**config.mk**
```make
export PLATFORM = sky130hd
export DESIGN_NAME = usb_rx_pktbuf
export DESIGN_NICKNAME = d
export VERILOG_FILES = /design/src/rtl/usb_rx_pkg.sv /design/src/rtl/pktbuf_cfg.sv /design/src/rtl/pktbuf_store.sv /design/src/rtl/pktbuf_regs.sv /design/src/rtl/usb_rx_pktbuf.sv
export SDC_FILE = /design/constraint.sdc
export NUM_CORES = 2
export LEC_CHECK = 0
export BUFFER_PORTS_ARGS = -buffer_cell sky130_fd_sc_hd__buf_2
export CORE_MARGIN = 3
export CORE_UTILIZATION = 35
export DETAILED_ROUTE_END_ITERATION = 10
export PLACE_DENSITY = 0.57
export SLEW_MARGIN = 20
export SYNTH_ARGS = -nofsm -noshare
export SYNTH_HDL_FRONTEND = slang
export SYNTH_SLANG_ARGS = --single-unit
```
**constraint.sdc**
```tcl
create_clock -name clk -period 5.4 [get_ports clk]
set_input_delay 0.54 -clock clk [delete_from_list [all_inputs] [get_ports clk]]
set_output_delay 0.54 -clock clk [all_outputs]
set_load 0.02 [all_outputs]
```
**src/rtl/usb_rx_pkg.sv**
```systemverilog
package usb_rx_pkg;
  localparam int CNT_W = 10;
  localparam int LIM_W = 11;

  typedef enum logic [1:0] {
    REG_MAXP   = 2'd0,
    REG_CNT_LO = 2'd1,
    REG_CNT_HI = 2'd2,
    REG_DATA   = 2'd3
  } reg_addr_e;
endpackage

```
**src/rtl/pktbuf_cfg.sv**
```systemverilog
module pktbuf_cfg
  import usb_rx_pkg::*;
#(
  parameter int DEPTH  = 256,
  parameter bit SCALED = 1'b0
) (
  input  logic             clk,
  input  logic             rst_n,
  input  logic             wr_maxp,
  input  logic [7:0]       wdata,
  output logic [7:0]       maxp_q,
  output logic [LIM_W-1:0] limit,
  output logic             dual
);
  localparam logic [7:0]       RST_VAL = SCALED ? 8'd1 : 8'd8;
  localparam logic [LIM_W-1:0] DEPTH_L = LIM_W'(DEPTH);
  localparam logic [LIM_W-1:0] HALF_L  = LIM_W'(DEPTH / 2);

  logic [LIM_W-1:0] eff;

  always_ff @(posedge clk) begin
    if (!rst_n)       maxp_q <= RST_VAL;
    else if (wr_maxp) maxp_q <= wdata;
  end

  generate
    if (SCALED) begin : g_scaled
      assign eff = {maxp_q, 3'b000};
    end else begin : g_plain
      assign eff = {3'b000, maxp_q};
    end
  endgenerate

  assign limit = (eff > DEPTH_L) ? DEPTH_L : eff;
  assign dual  = (eff <= HALF_L);
endmodule

```
**src/rtl/pktbuf_store.sv**
```systemverilog
module pktbuf_store
  import usb_rx_pkg::*;
#(
  parameter int DEPTH = 256
) (
  input  logic             clk,
  input  logic             rst_n,
  input  logic             in_valid,
  input  logic [7:0]       in_data,
  output logic             in_ready,
  input  logic             pkt_end,
  input  logic             pkt_good,
  input  logic [LIM_W-1:0] limit,
  input  logic             dual,
  input  logic             pop_byte,
  output logic [7:0]       rd_byte,
  output logic [CNT_W-1:0] head_cnt
);
  localparam int AW = $clog2(DEPTH);

  logic [7:0]       mem [DEPTH];
  logic [AW-1:0]    wtmp, wbase, rptr;
  logic [LIM_W-1:0] wcnt;
  logic             ovf;
  logic [CNT_W-1:0] ridx;
  logic [CNT_W-1:0] cq [2];
  logic             cq_head, cq_tail;
  logic [1:0]       used;

  logic             byte_acc, do_write, ovf_next, end_acc, commit, pop, has_pkt;
  logic [LIM_W-1:0] wcnt_next;
  logic [AW-1:0]    wtmp_next;

  assign in_ready  = used < (dual ? 2'd2 : 2'd1);
  assign has_pkt   = (used != 2'd0);
  assign byte_acc  = in_valid && in_ready;
  assign do_write  = byte_acc && (wcnt < limit);
  assign ovf_next  = ovf || (byte_acc && !(wcnt < limit));
  assign wcnt_next = wcnt + LIM_W'(do_write);
  assign wtmp_next = wtmp + AW'(do_write);
  assign end_acc   = pkt_end && in_ready;
  assign commit    = end_acc && pkt_good && !ovf_next && (wcnt_next != '0);
  assign pop       = pop_byte && has_pkt && ((ridx + 1'b1) == head_cnt);

  assign rd_byte  = has_pkt ? mem[rptr] : 8'h00;
  assign head_cnt = has_pkt ? cq[cq_head] : '0;

  always_ff @(posedge clk) begin
    if (do_write) mem[wtmp] <= in_data;
  end

  always_ff @(posedge clk) begin
    if (!rst_n) begin
      wtmp    <= '0;
      wbase   <= '0;
      wcnt    <= '0;
      ovf     <= 1'b0;
      cq[0]   <= '0;
      cq[1]   <= '0;
      cq_tail <= 1'b0;
    end else if (end_acc) begin
      wcnt <= '0;
      ovf  <= 1'b0;
      if (commit) begin
        wtmp        <= wtmp_next;
        wbase       <= wtmp_next;
        cq[cq_tail] <= wcnt_next[CNT_W-1:0];
        cq_tail     <= ~cq_tail;
      end else begin
        wtmp <= wbase;
      end
    end else begin
      wcnt <= wcnt_next;
      ovf  <= ovf_next;
      wtmp <= wtmp_next;
    end
  end

  always_ff @(posedge clk) begin
    if (!rst_n) begin
      rptr    <= '0;
      ridx    <= '0;
      cq_head <= 1'b0;
      used    <= 2'd0;
    end else begin
      if (pop_byte && has_pkt) begin
        rptr <= rptr + 1'b1;
        ridx <= pop ? '0 : ridx + 1'b1;
      end
      if (pop) cq_head <= ~cq_head;
      used <= used + {1'b0, commit} - {1'b0, pop};
    end
  end

  AST_DROP_WHEN_FULL: assert property (@(posedge clk) disable iff (!rst_n)
    (in_valid && !in_ready) |=> $stable(wcnt));
  AST_BAD_NO_COMMIT: assert property (@(posedge clk) disable iff (!rst_n)
    (pkt_end && !pkt_good) |=> (used <= $past(used)));
  AST_OVF_DISCARD: assert property (@(posedge clk) disable iff (!rst_n)
    (pkt_end && in_ready && in_valid && (wcnt >= limit)) |=> (used <= $past(used)));
  AST_SLOTS_BOUND: assert property (@(posedge clk) disable iff (!rst_n)
    used <= 2'd2);
  AST_EMPTY_READ: assert property (@(posedge clk) disable iff (!rst_n)
    (pop_byte && !has_pkt) |=> $stable(rptr));
endmodule

```
**src/rtl/pktbuf_regs.sv**
```systemverilog
module pktbuf_regs
  import usb_rx_pkg::*;
(
  input  logic             clk,
  input  logic             rst_n,
  input  logic [1:0]       addr,
  input  logic             rd_en,
  input  logic             wr_en,
  input  logic [7:0]       maxp_q,
  input  logic [CNT_W-1:0] head_cnt,
  input  logic [7:0]       rd_byte,
  output logic [7:0]       rdata,
  output logic             wr_maxp,
  output logic             pop_byte
);
  logic [1:0] shadow;
  logic       rd_lo;

  assign rd_lo    = rd_en && (addr == REG_CNT_LO);
  assign wr_maxp  = wr_en && (addr == REG_MAXP);
  assign pop_byte = rd_en && (addr == REG_DATA);

  always_ff @(posedge clk) begin
    if (!rst_n)     shadow <= 2'b00;
    else if (rd_lo) shadow <= head_cnt[9:8];
  end

  always_comb begin
    rdata = 8'h00;
    if (rd_en) begin
      unique case (addr)
        REG_MAXP:   rdata = maxp_q;
        REG_CNT_LO: rdata = head_cnt[7:0];
        REG_CNT_HI: rdata = {6'b000000, shadow};
        default:    rdata = rd_byte;
      endcase
    end
  end

  AST_HI_RESERVED: assert property (@(posedge clk) disable iff (!rst_n)
    (rd_en && addr == REG_CNT_HI) |-> (rdata[7:2] == 6'd0));
  AST_SHADOW_HOLD: assert property (@(posedge clk) disable iff (!rst_n)
    !rd_lo |=> $stable(shadow));
endmodule

```
**src/rtl/usb_rx_pktbuf.sv**
```systemverilog
module usb_rx_pktbuf
  import usb_rx_pkg::*;
#(
  parameter int DEPTH  = 256,
  parameter bit SCALED = 1'b0
) (
  input  logic       clk,
  input  logic       rst_n,
  input  logic       sie_valid,
  input  logic [7:0] sie_data,
  output logic       sie_ready,
  input  logic       sie_end,
  input  logic       sie_good,
  input  logic [1:0] cpu_addr,
  input  logic       cpu_rd,
  input  logic       cpu_wr,
  input  logic [7:0] cpu_wdata,
  output logic [7:0] cpu_rdata
);
  logic [7:0]       maxp_q, rd_byte;
  logic [LIM_W-1:0] limit;
  logic             dual, wr_maxp, pop_byte;
  logic [CNT_W-1:0] head_cnt;

  pktbuf_cfg #(.DEPTH(DEPTH), .SCALED(SCALED)) u_cfg (
    .clk(clk), .rst_n(rst_n), .wr_maxp(wr_maxp), .wdata(cpu_wdata),
    .maxp_q(maxp_q), .limit(limit), .dual(dual)
  );

  pktbuf_store #(.DEPTH(DEPTH)) u_store (
    .clk(clk), .rst_n(rst_n), .in_valid(sie_valid), .in_data(sie_data),
    .in_ready(sie_ready), .pkt_end(sie_end), .pkt_good(sie_good),
    .limit(limit), .dual(dual), .pop_byte(pop_byte), .rd_byte(rd_byte),
    .head_cnt(head_cnt)
  );

  pktbuf_regs u_regs (
    .clk(clk), .rst_n(rst_n), .addr(cpu_addr), .rd_en(cpu_rd), .wr_en(cpu_wr),
    .maxp_q(maxp_q), .head_cnt(head_cnt), .rd_byte(rd_byte),
    .rdata(cpu_rdata), .wr_maxp(wr_maxp), .pop_byte(pop_byte)
  );
endmodule

```
==> impl_metrics.yaml <==
status:
  status: "finished clean"
die:
  die_h_um: 497.6
  start_util: 0.3536
  fp.dieW_um: 497.6
  dieArea_um2: 247600
  core_um2: 239200
  pin_count: 34
  rows: 179
grt:
  grt_max_degree: 169
  track_usage: 0.1837
  grt_pass1_wl_mm: 329.7
  antenna_found_initial: 9
  gr-total-overflow: 0
  grt_pass1_vias: 43440
routing:
  routed-via-count: 43012
  wl_per_cell_um: 29.61
  avgViaCountPerCell: 5.501
  drc_errors: 0
  dr.pass1.iters: 5
  drt_wl_total_mm: 231.5
  drtIter0Drc: 4859
  postRouteAntennaNets: 0
power_and_ir_drop:
  p_leak_nw: 28.99
  p_per_area_nw_per_um2: 353.2
  power.total_mw: 34.02
  peakVddDrop_mv: 0.3856
clock_tree:
  cts_tree: "yes"
  cts.clk_slew.worst_paths_ps: 60
  cts_sinks: 2137
  clk_latency_ps: 860
  h-tree-depth: 4
  numCtsBuffers: 218
  clockBufferDepth: 3
  root_buffer: "clkbuf_16"
yosys:
  yosysTopAreaCellShare: 0.7342
  synth_area_leader_cell: "edfxtp_1"
  synth_warnings: 0
  synth_cell_types: 74
  avgSynthCellArea_um2: 19.82
  ys_seq_area_frac: 0.7505
  netlist_area_um2: 84580
  yosys-top-cells-area: "edfxtp_1 73%, mux4_2 13%, mux2i_1 1.9%"
  async_reset_ff_frac: 0
  synth_ff_type: "edfxtp_1"
  ys_ff_latch: 2137
  syn-num-nets: 4309
  synth_edf_count: 2068
  synthCells: 4268
critical_path:
  cpPeakStageDelay_ps: 650
  cp.arrival_ps: 4800
  cp-start-kind: "flip-flop"
  reg2reg_from: "u_cfg.maxp_q[4]$_SDFFE_PN0P_"
  worst-path-max-fanout: 101
  required_ps: 4860
  crit_chain: "buf_16 -> mux4_2 -> nand2_1 -> and3_1 -> a31oi_1 -> a211oi_1 -> or4_1 -> o31ai_1 -> buf_2"
  worstSetupPathType: "reg2out"
  crit_family: "compound AO/OA/AOI/OAI gates"
  end_kind: "output port"
  critPathBufInv: 2
  cp_slowest_cell: "dfxtp_4"
place:
  place_hpwl_mm: 140.2
  portBuffers: 33
  gp_congestion: 0.8497
layout:
  seqCellArea_um2: 63500
  final_common_cell: "edfxtp_1"
  final_cell_mix: "2,068 x edfxtp_1, 481 x mux4_2, 343 x nor2_1, 225 x nand2_1, 218 x clkbuf_16"
  multi_input_area_um2: 19450
  drive_gt1_frac: 0.2248
  areaGrowthSynthToFinish_pct: 13.89
  nets: 4504
  n_fill_cell: 21175
sta:
  finalSetupTns_ps: 0
  max_freq_mhz: 187.4
  hold_viol: 0
  slew_headroom: 0.2229
  rsz0062_at_grt: "false"
  fin_crit_sh: 0.9882
  setup_violations: 0
  max_slew.worst_pin.slew_ps: 1136
  drv_slew: 0
  hold-worst-slack_ps: 96.83
  fin_crit_ps: 5336
  skew_ps: 54.55
worst_hold_path:
  min_from: "sie_end"
  hp-class: "in2reg"
job:
  cap_violations: 0
[metrics by stage]
stage	util	cell area [um^2]	setup WS, ps	instances
floorplan	-	84580	787.1	4268
global placement	0.3719	88950	458.6	7392
detailed placement	0.3719	88950	455.2	7392
CTS	0.4025	96290	18.30	7814
global route	0.4027	96320	26.99	7816
finish	0.4027	96330	63.86	7819
[repair_timing]
action                                 4_1_cts  5_1_grt
hold buffers                                 9        0
buffers inserted                             8        0
endpoints found under the hold margin        9        0
cloned                                       0        0
setup endpoints to repair                    8        1
resized for setup                            6        1
[routing by layer]
metal | track usage | part of all wire | wire length, um | vias up
met4 | 0.06126 | 0.034 | 7973 | 4
li1 | - | - | - | 17897
met2 | 0.2900 | 0.47 | 108900 | 1708
met3 | 0.04071 | 0.078 | 17980 | 399
met1 | 0.2528 | 0.42 | 96600 | 23004
met5 | 0 | 0.00012 | 28 | -
[where the power goes]
group	switching, mW	total, mW	internal (mW)
Clock	6.43	15.0	8.61
Sequential	0.0148	18.2	18.2
Combinational	0.553	0.770	0.217
Total	7.00	34.0	27.0
[cell usage after synthesis, types with 8 or more instances]
cell,count
edfxtp_1,2068
mux4_2,481
nor2_1,344
nand2_1,226
mux2i_1,159
clkbuf_1,88
dfxtp_1,69
a21oi_1,61
buf_2,52
buf_4,52
nand3_1,46
nor3_1,42
o21ai_0,38
buf_6,35
o22ai_1,35
o221ai_1,31
a31oi_1,30
and3_1,26
inv_1,23
mux4_1,20
nor2b_1,20
xnor2_1,19
a2111oi_0,18
and2_1,18
a211oi_1,17
mux2_2,17
nor4_1,17
buf_1,16
ha_1,16
xor2_1,16
nand2b_1,15
or3_1,14
a22oi_1,13
nand4_1,11
a21o_1,8
buf_8,8
o211ai_1,8
or4_1,8
[tightest hold or removal path: stages]
cell	delay (ps)
buf_2	100
nand2_1	120
and3_1	160
[flip-flops by register name, indices dropped and copies added, names as in the netlist, 2 cells and up, named ones only]
register,count
u_store.wcnt,11
u_store.rptr,8
u_store.mem,2048
u_regs.shadow,2
u_store.wtmp,8
u_cfg.maxp_q,8
u_store.ridx,10
u_store.used,2
u_store.cq,20
u_store.wbase,8
[final timing paths]
check	slack, ps	cells after the start	end
worst max-delay path	60	9	cpu_rdata[0]
worst min register to register	460	2	u_store.wtmp[0]$_SDFF_PN0_
worst max register to register	440	16	u_store.cq[1][2]$_SDFFCE_PN0P_
worst min-delay path	100	3	u_store.wcnt[0]$_SDFF_PP0_
[logic make-up after synthesis]
logic type	share of synthesized area
buf+inv	0.01987
compound gates	0.02496
mux	0.1554
xor+xnor	0.004453
simple gates	0.04247
fa+ha+maj	0.002367
flops	0.7505
[final cells by class]
type / instances / area share
diodes: 4 / 0.0001039
clock buffers: 262 / 0.05866
clock inverters: 143 / 0.01516
inverters: 24 / 0.001013
multi-input cells: 1853 / 0.2019
flip-flops and latches: 2137 / 0.6592
well taps: 3167 / 0.04113
repair buffers: 229 / 0.02282
(Power assumes the default switching activity.)
